===== src/rtl/adc_fmt_pkg.sv =====
package adc_fmt_pkg;

  typedef enum logic [1:0] {
    CODE_OB   = 2'd0,
    CODE_TC   = 2'd1,
    CODE_GRAY = 2'd2
  } code_e;

  localparam logic [2:0] MODE_ON     = 3'b111;
  localparam logic [2:0] MODE_SILENT = 3'b110;

  // delay line is kept only in the two running modes
  function automatic logic mode_clears(input logic [2:0] m);
    return !(m[2] && m[1]);
  endfunction

  function automatic code_e pick_code(input logic tc, input logic gray);
    if (gray) return CODE_GRAY;
    if (tc) return CODE_TC;
    return CODE_OB;
  endfunction

endpackage


===== src/rtl/adc_fmt_divider.sv =====
module adc_fmt_divider #(
  parameter int DIV_W = 3
) (
  input  logic             clk,
  input  logic             rst_n,
  input  logic [DIV_W-1:0] div_sel,
  output logic             tick,
  output logic             first_half
);
  localparam int CNT_W = DIV_W + 1;

  logic [CNT_W-1:0] cnt;
  logic [CNT_W-1:0] last_cnt;
  logic [CNT_W-1:0] half_cnt;

  assign last_cnt   = {div_sel, 1'b1};
  assign half_cnt   = {1'b0, div_sel};
  assign tick       = (cnt >= last_cnt);
  assign first_half = (cnt <= half_cnt);

  always_ff @(posedge clk) begin
    if (!rst_n) cnt <= '0;
    else if (tick) cnt <= '0;
    else cnt <= cnt + 1'b1;
  end
endmodule


===== src/rtl/adc_fmt_delay.sv =====
module adc_fmt_delay #(
  parameter int W     = 17,
  parameter int DEPTH = 8
) (
  input  logic         clk,
  input  logic         rst_n,
  input  logic         shift,
  input  logic         clear,
  input  logic [W-1:0] d,
  output logic [W-1:0] head,
  output logic [W-1:0] tail
);
  logic [W-1:0] stage [DEPTH];

  for (genvar i = 0; i < DEPTH; i++) begin : g_stage
    logic [W-1:0] feed;
    if (i == 0) begin : g_first
      assign feed = d;
    end else begin : g_rest
      assign feed = stage[i-1];
    end
    always_ff @(posedge clk) begin
      if (!rst_n || clear) stage[i] <= '0;
      else if (shift) stage[i] <= feed;
    end
  end

  assign head = stage[0];
  assign tail = stage[DEPTH-1];
endmodule


===== src/rtl/adc_fmt_lanes.sv =====
module adc_fmt_lanes
  import adc_fmt_pkg::*;
#(
  parameter int W = 16
) (
  input  logic [W-1:0]   word,
  input  code_e          code,
  input  logic           first_half,
  input  logic           drive,
  output logic [W/2-1:0] lines
);
  localparam int LANES = W / 2;

  function automatic logic [W-1:0] recode(input logic [W-1:0] raw, input code_e c);
    case (c)
      CODE_TC:   return {~raw[W-1], raw[W-2:0]};
      CODE_GRAY: return raw ^ (raw >> 1);
      default:   return raw;
    endcase
  endfunction

  function automatic logic [LANES-1:0] pick_half(input logic [W-1:0] w, input logic odd);
    logic [LANES-1:0] r;
    for (int k = 0; k < LANES; k++) r[k] = w[2*k + (odd ? 1 : 0)];
    return r;
  endfunction

  assign lines = drive ? pick_half(recode(word, code), first_half) : '0;
endmodule


===== src/rtl/adc_lane_formatter.sv =====
module adc_lane_formatter
  import adc_fmt_pkg::*;
#(
  parameter int SAMPLE_W = 16,
  parameter int LATENCY  = 8,
  parameter int MAX_DIV  = 8
) (
  input  logic                          clk,
  input  logic                          rst_n,
  input  logic [$clog2(MAX_DIV)-1:0]    div_sel,
  input  logic                          fmt_tc,
  input  logic                          fmt_gray,
  input  logic [2:0]                    pwr_mode,
  input  logic [SAMPLE_W-1:0]           din,
  input  logic                          din_ovr,
  output logic                          smp_take,
  output logic [SAMPLE_W/2-1:0]         dout,
  output logic                          ovr_out,
  output logic                          dco
);
  localparam int DIV_W = $clog2(MAX_DIV);
  localparam int WORD_W = SAMPLE_W + 1;

  logic              tick;
  logic              first_half;
  logic              clear_pipe;
  logic              out_on;
  logic [WORD_W-1:0] head_word;
  logic [WORD_W-1:0] tail_word;
  code_e             code_sel;

  assign clear_pipe = mode_clears(pwr_mode);
  assign out_on     = rst_n && (pwr_mode == MODE_ON);
  assign code_sel   = pick_code(fmt_tc, fmt_gray);

  adc_fmt_divider #(.DIV_W(DIV_W)) u_div (
    .clk        (clk),
    .rst_n      (rst_n),
    .div_sel    (div_sel),
    .tick       (tick),
    .first_half (first_half)
  );

  adc_fmt_delay #(.W(WORD_W), .DEPTH(LATENCY)) u_dly (
    .clk   (clk),
    .rst_n (rst_n),
    .shift (tick),
    .clear (clear_pipe),
    .d     ({din_ovr, din}),
    .head  (head_word),
    .tail  (tail_word)
  );

  adc_fmt_lanes #(.W(SAMPLE_W)) u_lanes (
    .word       (tail_word[SAMPLE_W-1:0]),
    .code       (code_sel),
    .first_half (first_half),
    .drive      (out_on),
    .lines      (dout)
  );

  assign smp_take = rst_n && tick && !clear_pipe;
  assign dco      = out_on && first_half;
  assign ovr_out  = out_on && tail_word[SAMPLE_W];
endmodule


===== config.mk =====
export PLATFORM = sky130hd
export DESIGN_NAME = adc_lane_formatter
export DESIGN_NICKNAME = d
export VERILOG_FILES = /design/src/rtl/adc_fmt_pkg.sv /design/src/rtl/adc_fmt_divider.sv /design/src/rtl/adc_fmt_delay.sv /design/src/rtl/adc_fmt_lanes.sv /design/src/rtl/adc_lane_formatter.sv
export SDC_FILE = /design/constraint.sdc
export NUM_CORES = 1
export LEC_CHECK = 0
export ABC_CLOCK_PERIOD_IN_PS = 5500
export BUFFER_PORTS_ARGS = -buffer_cell sky130_fd_sc_hd__buf_2
export CAP_MARGIN = 20
export CORE_ASPECT_RATIO = 0.7
export CORE_MARGIN = 1
export CORE_UTILIZATION = 55
export CTS_CLUSTER_DIAMETER = 50
export CTS_CLUSTER_SIZE = 30
export DETAILED_ROUTE_END_ITERATION = 12
export PLACE_DENSITY = 0.84
export SKIP_CTS_REPAIR_TIMING = 1
export SYNTH_ARGS = -nofsm -noshare
export SYNTH_HDL_FRONTEND = slang
export SYNTH_HIERARCHICAL = 1
export SYNTH_SLANG_ARGS = --single-unit
export TNS_END_PERCENT = 10

===== constraint.sdc =====
create_clock -name clk -period 5.5 [get_ports clk]
set_clock_uncertainty 0.2 [all_clocks]
set_input_delay 0.825 -clock clk [delete_from_list [all_inputs] [get_ports clk]]
set_output_delay 0.825 -clock clk [all_outputs]
set_load 0.03 [all_outputs]

==> results of run 1 <==
==> cell usage in the layout, fill, tap and decap left out, types with 4 or more instances in the layout <==
cell type	Yosys	layout
and4b_1	136	136
buf_2	37	37
buf_4	1	4
bufinv_16	0	5
clkbuf_16	0	17
clkinvlp_4	0	5
dfxtp_1	4	4
edfxtp_1	136	136
ha_1	9	9
inv_1	9	9
nand2_1	8	7
nand3b_1	6	6
nand4_1	6	6
nand4bb_1	6	6
nor2_1	6	6
nor2b_1	4	4
nor4bb_1	7	7
o21ai_0	21	20
o311a_1	6	6
==> cell families after synthesis <==
| group | count (synthesis) |
|---|---|
| XOR/XNOR | 2 |
| AO/OA/AOI/OAI | 40 |
| AND/OR/NAND/NOR | 189 |
| buffers and inverters | 64 |
| flip-flops | 140 |
| adder cells (fa/ha/maj) | 9 |
==> Yosys cell counts (all sizes together) (3+ instances only) <==
cell type	count	area (um^2)
inv	9	33.8
a21oi	3	22.5
edfxtp	136	4080
dfxtp	4	80.1
nor2b	4	25.0
and4b	136	1360
nand2	8	30.0
o21ai	22	110
buf	52	388
clkbuf	3	12.5
nor4bb	7	70.1
nand3b	6	45.0
nor2	6	22.5
o311a	6	60.1
ha	9	113
nand4bb	6	67.6
nand4	6	37.5
==> final timing paths <==
path / startpoint / end / slack, ps
worst min-delay path: u_div/cnt[0] / u_div/cnt[0] / 310
worst max-delay path: fmt_gray / dout[6] / 1700
worst min register to register: u_div/cnt[0] / u_div/cnt[0] / 310
worst max register to register: u_div/cnt[3] / u_dly/stage[1][45] / 2740
==> per-stage QoR <==
step | area [um^2] | cells | setup WS (ps) | hold WS [ps]
4_1_cts | 7430 | 620 | 1730 | 314
3_5_place_dp | 6780 | 588 | 1720 | 290
2_1_floorplan | 6740 | 444 | 224 | 251
3_3_place_gp | 6780 | 588 | 1830 | 271
5_1_grt | 7430 | 620 | 1520 | 336
6_report | 7430 | 620 | 1700 | 307
==> registers in the layout, summed over array words and instances, names as in the netlist <==
signal       cells
u_div/cnt        4
u_dly/stage    136
==> final cells by class <==
type	instances	area, um^2
multi-input cells	240	2150
fillers	869	4380
well taps	157	196
repair buffers	42	235
inverters	9	33.8
flip-flops and latches	140	4160
clock inverters	15	223
clock buffers	17	425
==> power by group <==
group          total [W]  switching (W)  internal (W)
Sequential       0.00123      0.0000182       0.00121
Combinational   0.000158       0.000107     0.0000516
Clock            0.00123       0.000431      0.000803
==> layer usage <==
| layer | share of wire [%] | track usage (%) | vias up |
|---|---|---|---|
| met5 | 0 | 0 | - |
| met4 | 1.0 | 6.46 | 0 |
| met3 | 3.8 | 5.05 | 12 |
| met2 | 49 | 28.5 | 67 |
| met1 | 47 | 22.7 | 1817 |
| li1 | - | - | 1861 |
==> impl_metrics.yaml, run 1 <==
synthesis:
  synth_xor_area_share_pct: 0.260
  synth_area_um2: 6740
  seq_area_frac_synth_pct: 61.8
  synth-main-ff-cell: "edfxtp_1"
  async_reset_ff_share_pct: 0
  syn_avg_cell_area_um2: 15.2
  synthAdderAreaFrac_pct: 1.67
  yosysUniqueCellTypes: 40
  synth_top_family_by_area: "simple AND/OR/NAND/NOR gates"
  synthSimpleGateAreaFrac_pct: 25.8
  syn-num-nets: 480
  synth_compound_area_share_pct: 4.03
  synthCells: 444
  synth_edf_count: 136
  synth.area.mux_share_pct: 0
  ys.warnings.count: 6
  ys_ff_latch: 140
critical_path:
  cp.arrival_ps: 2770
  cp.depth: 8
  slowest_stage: "ha_1"
  path_max_fanout: 32
  crit_top_cell: "buf_2"
  slowest_delay_ps: 800
  critical_path_buf_inv_count: 3
  reg2regPathDepth: 5
  critPathTopFamily: "adder cells"
  critPathCaptureType: "output port"
  critPathRequiredTime_ps: 4470
  critPathKind: "input pin to output port"
  crit_chain: "buf_2 -> nor2b_1 -> inv_1 -> ha_1 -> nor4bb_1 -> o41ai_1 -> a31oi_1 -> buf_2"
  cp-start-kind: "input pin"
clock_tree:
  path_clk_slew_ps: 60
  clk-insertion-delay-late_ps: 410
  clock_path_buffers: 2
  cts_tree: "done"
  clockRootBuffer: "clkbuf_16"
  htree_levels: 4
  cts_sinks: 140
  cts_buffers: 17
sta:
  finalSetupViolCount: 0
  setup_tns_ps: 0
  grt_setup_unrepaired: "false"
  slew_viol_final: 0
  max_slew_margin_pct: 31.4
  fmax_ghz: 0.263
  fin_crit_ps: 3800
  worst_pin_slew_ps: 1030
  hold_viol: 0
  period_share_pct: 69.1
power:
  total_power_w: 0.00262
  p_leak_nw: 3.28
  ir_worst_vdd_mv: 0.225
  p_per_area_nw_per_um2: 353
outcome:
  outcome: "complete, no violations"
route:
  drt_iter0_markers: 279
  drc: 0
  wl_per_cell_um: 16.9
  firstDrtPassIters: 5
  drt-total-wl_um: 10400
  ant_nets: 0
  vias_per_cell: 6.06
  vias: 3757
placement:
  port_buffers: 37
  gp_congestion: 0.775
  dpl.hpwl_um: 4990
die:
  die_h_um: 94.6
  fp.dieW_um: 134
  die_area_um2: 12700
  fp-row-count: 33
  fp.coreArea_um2: 11800
  io_pins: 38
  initial_core_util_pct: 57.0
layout:
  drive_gt1_share_pct: 17.5
  utilization_pct: 62.9
  area_growth_pct: 10.3
  antennaDiodeCount: 0
  nets: 486
hold_path:
  hold_depth: 1
  hold_path_class: "flop to flop"
flow_run:
  maxCapViolations: 0
global_routing:
  grt_max_degree: 139
  grt_pass1_vias: 3598
  antenna_found_initial: 0
  grt_pass1_wl_um: 17300
  grt_overflow: 0
  grt_usage_pct: 17.6
Note: power is estimated with default switching activity, not from simulation.
==> inputs of run 2 (changes only) <==
ABC_AREA = 1   (was unset)
ABC_CLOCK_PERIOD_IN_PS = 3400   (was 5500)
clock period = 3.4 ns   (was 5.5 ns; I/O delays follow)
==> impl_metrics.yaml, run 2 <==
die:
  fp.dieW_um: 132
  fp-row-count: 32
  io_pins: 38
  initial_core_util_pct: 58.0
  die_area_um2: 12300
  fp.coreArea_um2: 11300
  die_h_um: 93.3
sta:
  fmax_ghz: 0.329
  hold_viol: 0
  worst_pin_slew_ps: 734
  fin_crit_ps: 3040
  period_share_pct: 89.5
  setup_tns_ps: 0
  finalSetupViolCount: 0
  slew_viol_final: 0
  max_slew_margin_pct: 50.9
  grt_setup_unrepaired: "false"
route:
  drc: 0
  vias: 3752
  ant_nets: 0
  firstDrtPassIters: 4
  drt-total-wl_um: 8900
  drt_iter0_markers: 173
  wl_per_cell_um: 10.7
  vias_per_cell: 4.52
critical_path:
  path_max_fanout: 17
  critPathCaptureType: "output port"
  crit_start: "u_div/cnt[2]"
  reg2regPathDepth: 7
  critPathRequiredTime_ps: 2690
  rrSetupSlack_ps: 940
  reg2reg_from: "u_div/cnt[3]"
  cp-start-kind: "flop"
  r2r-end: "u_dly/stage[0][8]"
  critPathKind: "flop to output port"
  cp-endpoint: "dout[6]"
  cp.arrival_ps: 2330
synthesis:
  synthTopCellsByArea: "edfxtp_1 62%, inv_1 9.6%, nor2_1 8.1%"
  synth-main-ff-cell: "edfxtp_1"
  synthAdderAreaFrac_pct: 1.72
  synth.area.mux_share_pct: 0
  ys.warnings.count: 6
  synthSimpleGateAreaFrac_pct: 20.8
  synth_edf_count: 136
  syn_avg_cell_area_um2: 10.6
  async_reset_ff_share_pct: 0
  synth_top_area_share_pct: 62.4
  synth_compound_area_share_pct: 1.09
  syn-num-nets: 653
  yosysUniqueCellTypes: 23
  synth_most_common_cell: "inv_1"
  synth_area_um2: 6550
  synth_top_family_by_area: "simple AND/OR/NAND/NOR gates"
  synth.largest_area_cell: "edfxtp_1"
  synth_commonest_cells: "168 x inv_1, 141 x nor2_1, 136 x edfxtp_1"
  synth_xor_area_share_pct: 0.134
  ys_ff_latch: 140
  synthCells: 617
  seq_area_frac_synth_pct: 63.6
clock_tree:
  cts_buffers: 17
  clock_path_buffers: 2
  cts_sinks: 140
  path_clk_slew_ps: 50
  htree_levels: 4
  cts_tree: "done"
  clk-insertion-delay-late_ps: 410
  clockRootBuffer: "clkbuf_16"
hold_path:
  hold_path_class: "input pin to flop"
  min_from: "din[10]"
  hold_depth: 3
global_routing:
  antenna_found_initial: 0
  grt_overflow: 0
  grt_max_degree: 45
  grt_pass1_vias: 3789
  grt_pass1_wl_um: 15500
  grt_usage_pct: 16.4
layout:
  nets: 701
  drive_gt1_share_pct: 18.7
  top_regs: "u_dly/stage (136), u_div/cnt (4)"
  largest_reg_flops: 136
  final_cell_mix: "165 x inv_1, 141 x nor2_1, 136 x edfxtp_1"
  utilization_pct: 66.6
  regMostFlops: "u_dly/stage"
  area_growth_pct: 14.9
  layout_commonest_cell: "inv_1"
  antennaDiodeCount: 0
power:
  combPwrFrac_pct: 6.5
  clockPowerShare_pct: 43.7
  p_sw_w: 0.000819
  switching_share_pct: 20.5
  ir_worst_vdd_mv: 0.395
  intPower_w: 0.00318
  p_leak_nw: 2.99
  p_per_area_nw_per_um2: 532
  sequentialPowerShare_pct: 49.9
flow_run:
  maxCapViolations: 0
outcome:
  outcome: "complete, no violations"
placement:
  dpl.hpwl_um: 5510
  gp_congestion: 0.815
  port_buffers: 37
## run 2: cell types whose count changed after synthesis, moves of 6 or more
| cell | delta |
|---|---|
| nor2_4 | +41 |
| and4b_1 | -136 |
| buf_2 | -28 |
| o311a_1 | -6 |
| o21ai_1 | +6 |
| nand2_1 | +56 |
| inv_1 | +159 |
| nand4bb_1 | -6 |
| nor2_1 | +135 |
| nor4bb_1 | -7 |
| o21ai_0 | -20 |
| buf_8 | -10 |
| nand3_1 | +10 |
## run 2: layer usage
layer / GRT usage (%) / up-vias / routed length, um
li1: - / 1953 / -
met1: 16.9 / 1715 / 3690
met2: 30.2 / 74 / 4700
met3: 6.18 / 10 / 417
met4: 6.61 / 0 / 94
met5: 0 / - / 0
## run 2: power groups by stage
stage / clock network (W) / logic (W) / registers, W
2_1_floorplan: 0 / 0.000203 / 0.00203
3_3_place_gp: 0 / 0.000246 / 0.00202
3_5_place_dp: 0 / 0.000258 / 0.00203
4_1_cts: 0.00178 / 0.000261 / 0.00199
5_1_grt: 0.00186 / 0.000295 / 0.00200
6_report: 0.00175 / 0.000259 / 0.00199
## run 2: layout make-up
cell class              count  area (um^2)
multi-input cells         289         1600
flip-flops and latches    140         4160
repair buffers             47          348
clock inverters            13          130
fillers                   850         3770
well taps                 153          191
inverters                 170          651
clock buffers              19          433
## run 2: how the worst min path moves through the flow
stage,end,slack [ps]
2_1_floorplan,u_div/cnt[0],250
3_3_place_gp,u_div/cnt[0],270
3_5_place_dp,u_div/cnt[0],290
4_1_cts,u_dly/stage[0][7],180
5_1_grt,u_dly/stage[0][11],180
6_report,u_dly/stage[0][10],200
## run 2: critical path, stage by stage (launching register included)
cell and delay, ps:
dfxtp_1 470, ha_1 300, inv_1 60, nor2_1 50, nand2_1 70, nand2_1 40, nand2_1 390, nor2_1 100
nand2_1 80, nand2_1 50, nor2_1 110, buf_2 210
## run 2: kinds of logic (layout without fill, tap and decap cells)
family | after synthesis | after routing
buf+inv | 188 | 249
fa+ha+maj | 9 | 9
compound gates | 11 | 11
simple gates | 268 | 268
xor+xnor | 1 | 1
flops | 140 | 140
## run 2: through the flow
stage	setup WS [ps]	cells	hold slack [ps]	instance area, um^2	power, W
global placement	626	799	270	6960	0.00227
finish	358	831	199	7520	0.00400
floorplan	-2320	617	252	6600	0.00224
CTS	333	831	178	7520	0.00404
detailed placement	559	799	288	6960	0.00229
global route	125	831	184	7520	0.00416
==> inputs of run 3 (changes only) <==
GPL_TIMING_DRIVEN = 0   (was unset)
==> impl_metrics.yaml, run 3 (synthesized netlist as in run 2, its figures left out) <==
critical_path:
  critPathRequiredTime_ps: 2690
  reg2reg_from: "u_div/cnt[1]"
  cp-start-kind: "flop"
  slowest_stage: "dfxtp_1"
  crit_start: "u_div/cnt[1]"
  critPathKind: "flop to output port"
  critPathCaptureType: "output port"
  slowest_delay_ps: 370
  cp.arrival_ps: 2310
  path_max_fanout: 10
  crit_top_cell: "nand2_1"
  crit_chain: "ha_1 -> inv_1 -> o21bai_1 -> nand2_1 -> nand2_1 -> nand2_1 -> buf_12 -> o21ai_1 -> nor2_1 -> nor2_1 -> buf_2"
clock_tree:
  path_clk_slew_ps: 60
  htree_levels: 4
  cts_tree: "done"
  clock_path_buffers: 2
  clk-insertion-delay-late_ps: 410
  cts_sinks: 140
  cts_buffers: 17
  clockRootBuffer: "clkbuf_16"
die:
  initial_core_util_pct: 58.0
  die_area_um2: 12300
  io_pins: 38
  fp-row-count: 32
  die_h_um: 93.3
  fp.dieW_um: 132
  fp.coreArea_um2: 11300
layout:
  final_cell_mix: "165 x inv_1, 141 x nor2_1, 136 x edfxtp_1"
  utilization_pct: 68.7
  layout_commonest_cell: "inv_1"
  top_regs: "u_dly/stage (136), u_div/cnt (4)"
  antennaDiodeCount: 0
  nets: 716
  regArea_um2: 4160
  multi_input_area_um2: 1590
  design_area_um2: 7750
  largest_reg_flops: 136
  area_growth_pct: 18.5
  regMostFlops: "u_dly/stage"
  drive_gt1_share_pct: 21.8
  num-fill-cells: 785
route:
  drt_iter0_markers: 181
  drt-total-wl_um: 8860
  vias: 3813
  firstDrtPassIters: 4
  drc: 0
  vias_per_cell: 4.51
  ant_nets: 0
  wl_per_cell_um: 10.5
outcome:
  outcome: "complete, no violations"
global_routing:
  grt_max_degree: 23
  grt_pass1_vias: 3810
  grt_overflow: 0
  grt_pass1_wl_um: 15600
  antenna_found_initial: 0
  grt_usage_pct: 16.6
sta:
  period_share_pct: 88.8
  slew_viol_final: 0
  fmax_ghz: 0.331
  finalSetupViolCount: 0
  grt_setup_unrepaired: "false"
  fin_crit_ps: 3020
  worst_pin_slew_ps: 476
  hold_viol: 0
  max_slew_margin_pct: 68.2
  whs_ps: 193
power:
  ir_worst_vdd_mv: 0.306
  p_leak_nw: 3.11
  p_per_area_nw_per_um2: 544
placement:
  gp_congestion: 0.844
  port_buffers: 37
  place_area_um2: 7120
  dpl.hpwl_um: 6240
hold_path:
  min_from: "din[15]"
  hold_path_class: "input pin to flop"
flow_run:
  maxCapViolations: 0
-- run 3: through the flow --
| stage | power [W] | worst slack, ps | setup TNS [ps] | instances |
|---|---|---|---|---|
| floorplan | 0.00224 | -2320 | -315020 | 617 |
| global placement | 0.00229 | -3680 | -498900 | 807 |
| detailed placement | 0.00231 | 552 | 0 | 814 |
| CTS | 0.00425 | 352 | 0 | 846 |
| global route | 0.00437 | 192 | 0 | 846 |
| finish | 0.00422 | 381 | 0 | 846 |
-- run 3: layout make-up --
type / count / share of cell area [%]
clock buffers: 17 / 5.49
well taps: 153 / 2.47
plain buffers: 18 / 2.45
flip-flops and latches: 140 / 53.7
inverters: 170 / 8.39
clock inverters: 15 / 2.73
repair buffers: 44 / 4.23
multi-input cells: 289 / 20.6
-- run 3: where the power goes --
group | internal [W] | total, W | switching [W] | leakage (nW)
clock | 0.00124 | 0.00195 | 0.000703 | 0.310
combinational | 0.000106 | 0.000281 | 0.000174 | 1.17
sequential | 0.00196 | 0.00199 | 0.0000305 | 1.63
-- run 3: critical path: cells and delay by family, from the launching register on --
kind            cells  cell delay (ps)
buf+inv             3              470
simple gates        5              530
flops               1              370
fa+ha+maj           1              320
compound gates      2              200
-- run 3: layer usage --
layer / share of wire (%) / vias to the layer above / global-route usage, %
met2: 54 / 86 / 32.0
met3: 4.3 / 14 / 5.20
met1: 40 / 1728 / 16.2
met4: 1.7 / 0 / 8.14
met5: 0 / - / 0
li1: - / 1985 / -
-- run 3: worst paths after layout --
kind / endpoint / slack [ps] / cells past startpoint
setup / recovery: dout[2] / 380 / 11
hold / removal: u_dly/stage[0][15] / 190 / 3
setup reg to reg: u_dly/stage[0][8] / 890 / 9
hold reg to reg: u_div/cnt[0] / 290 / 1
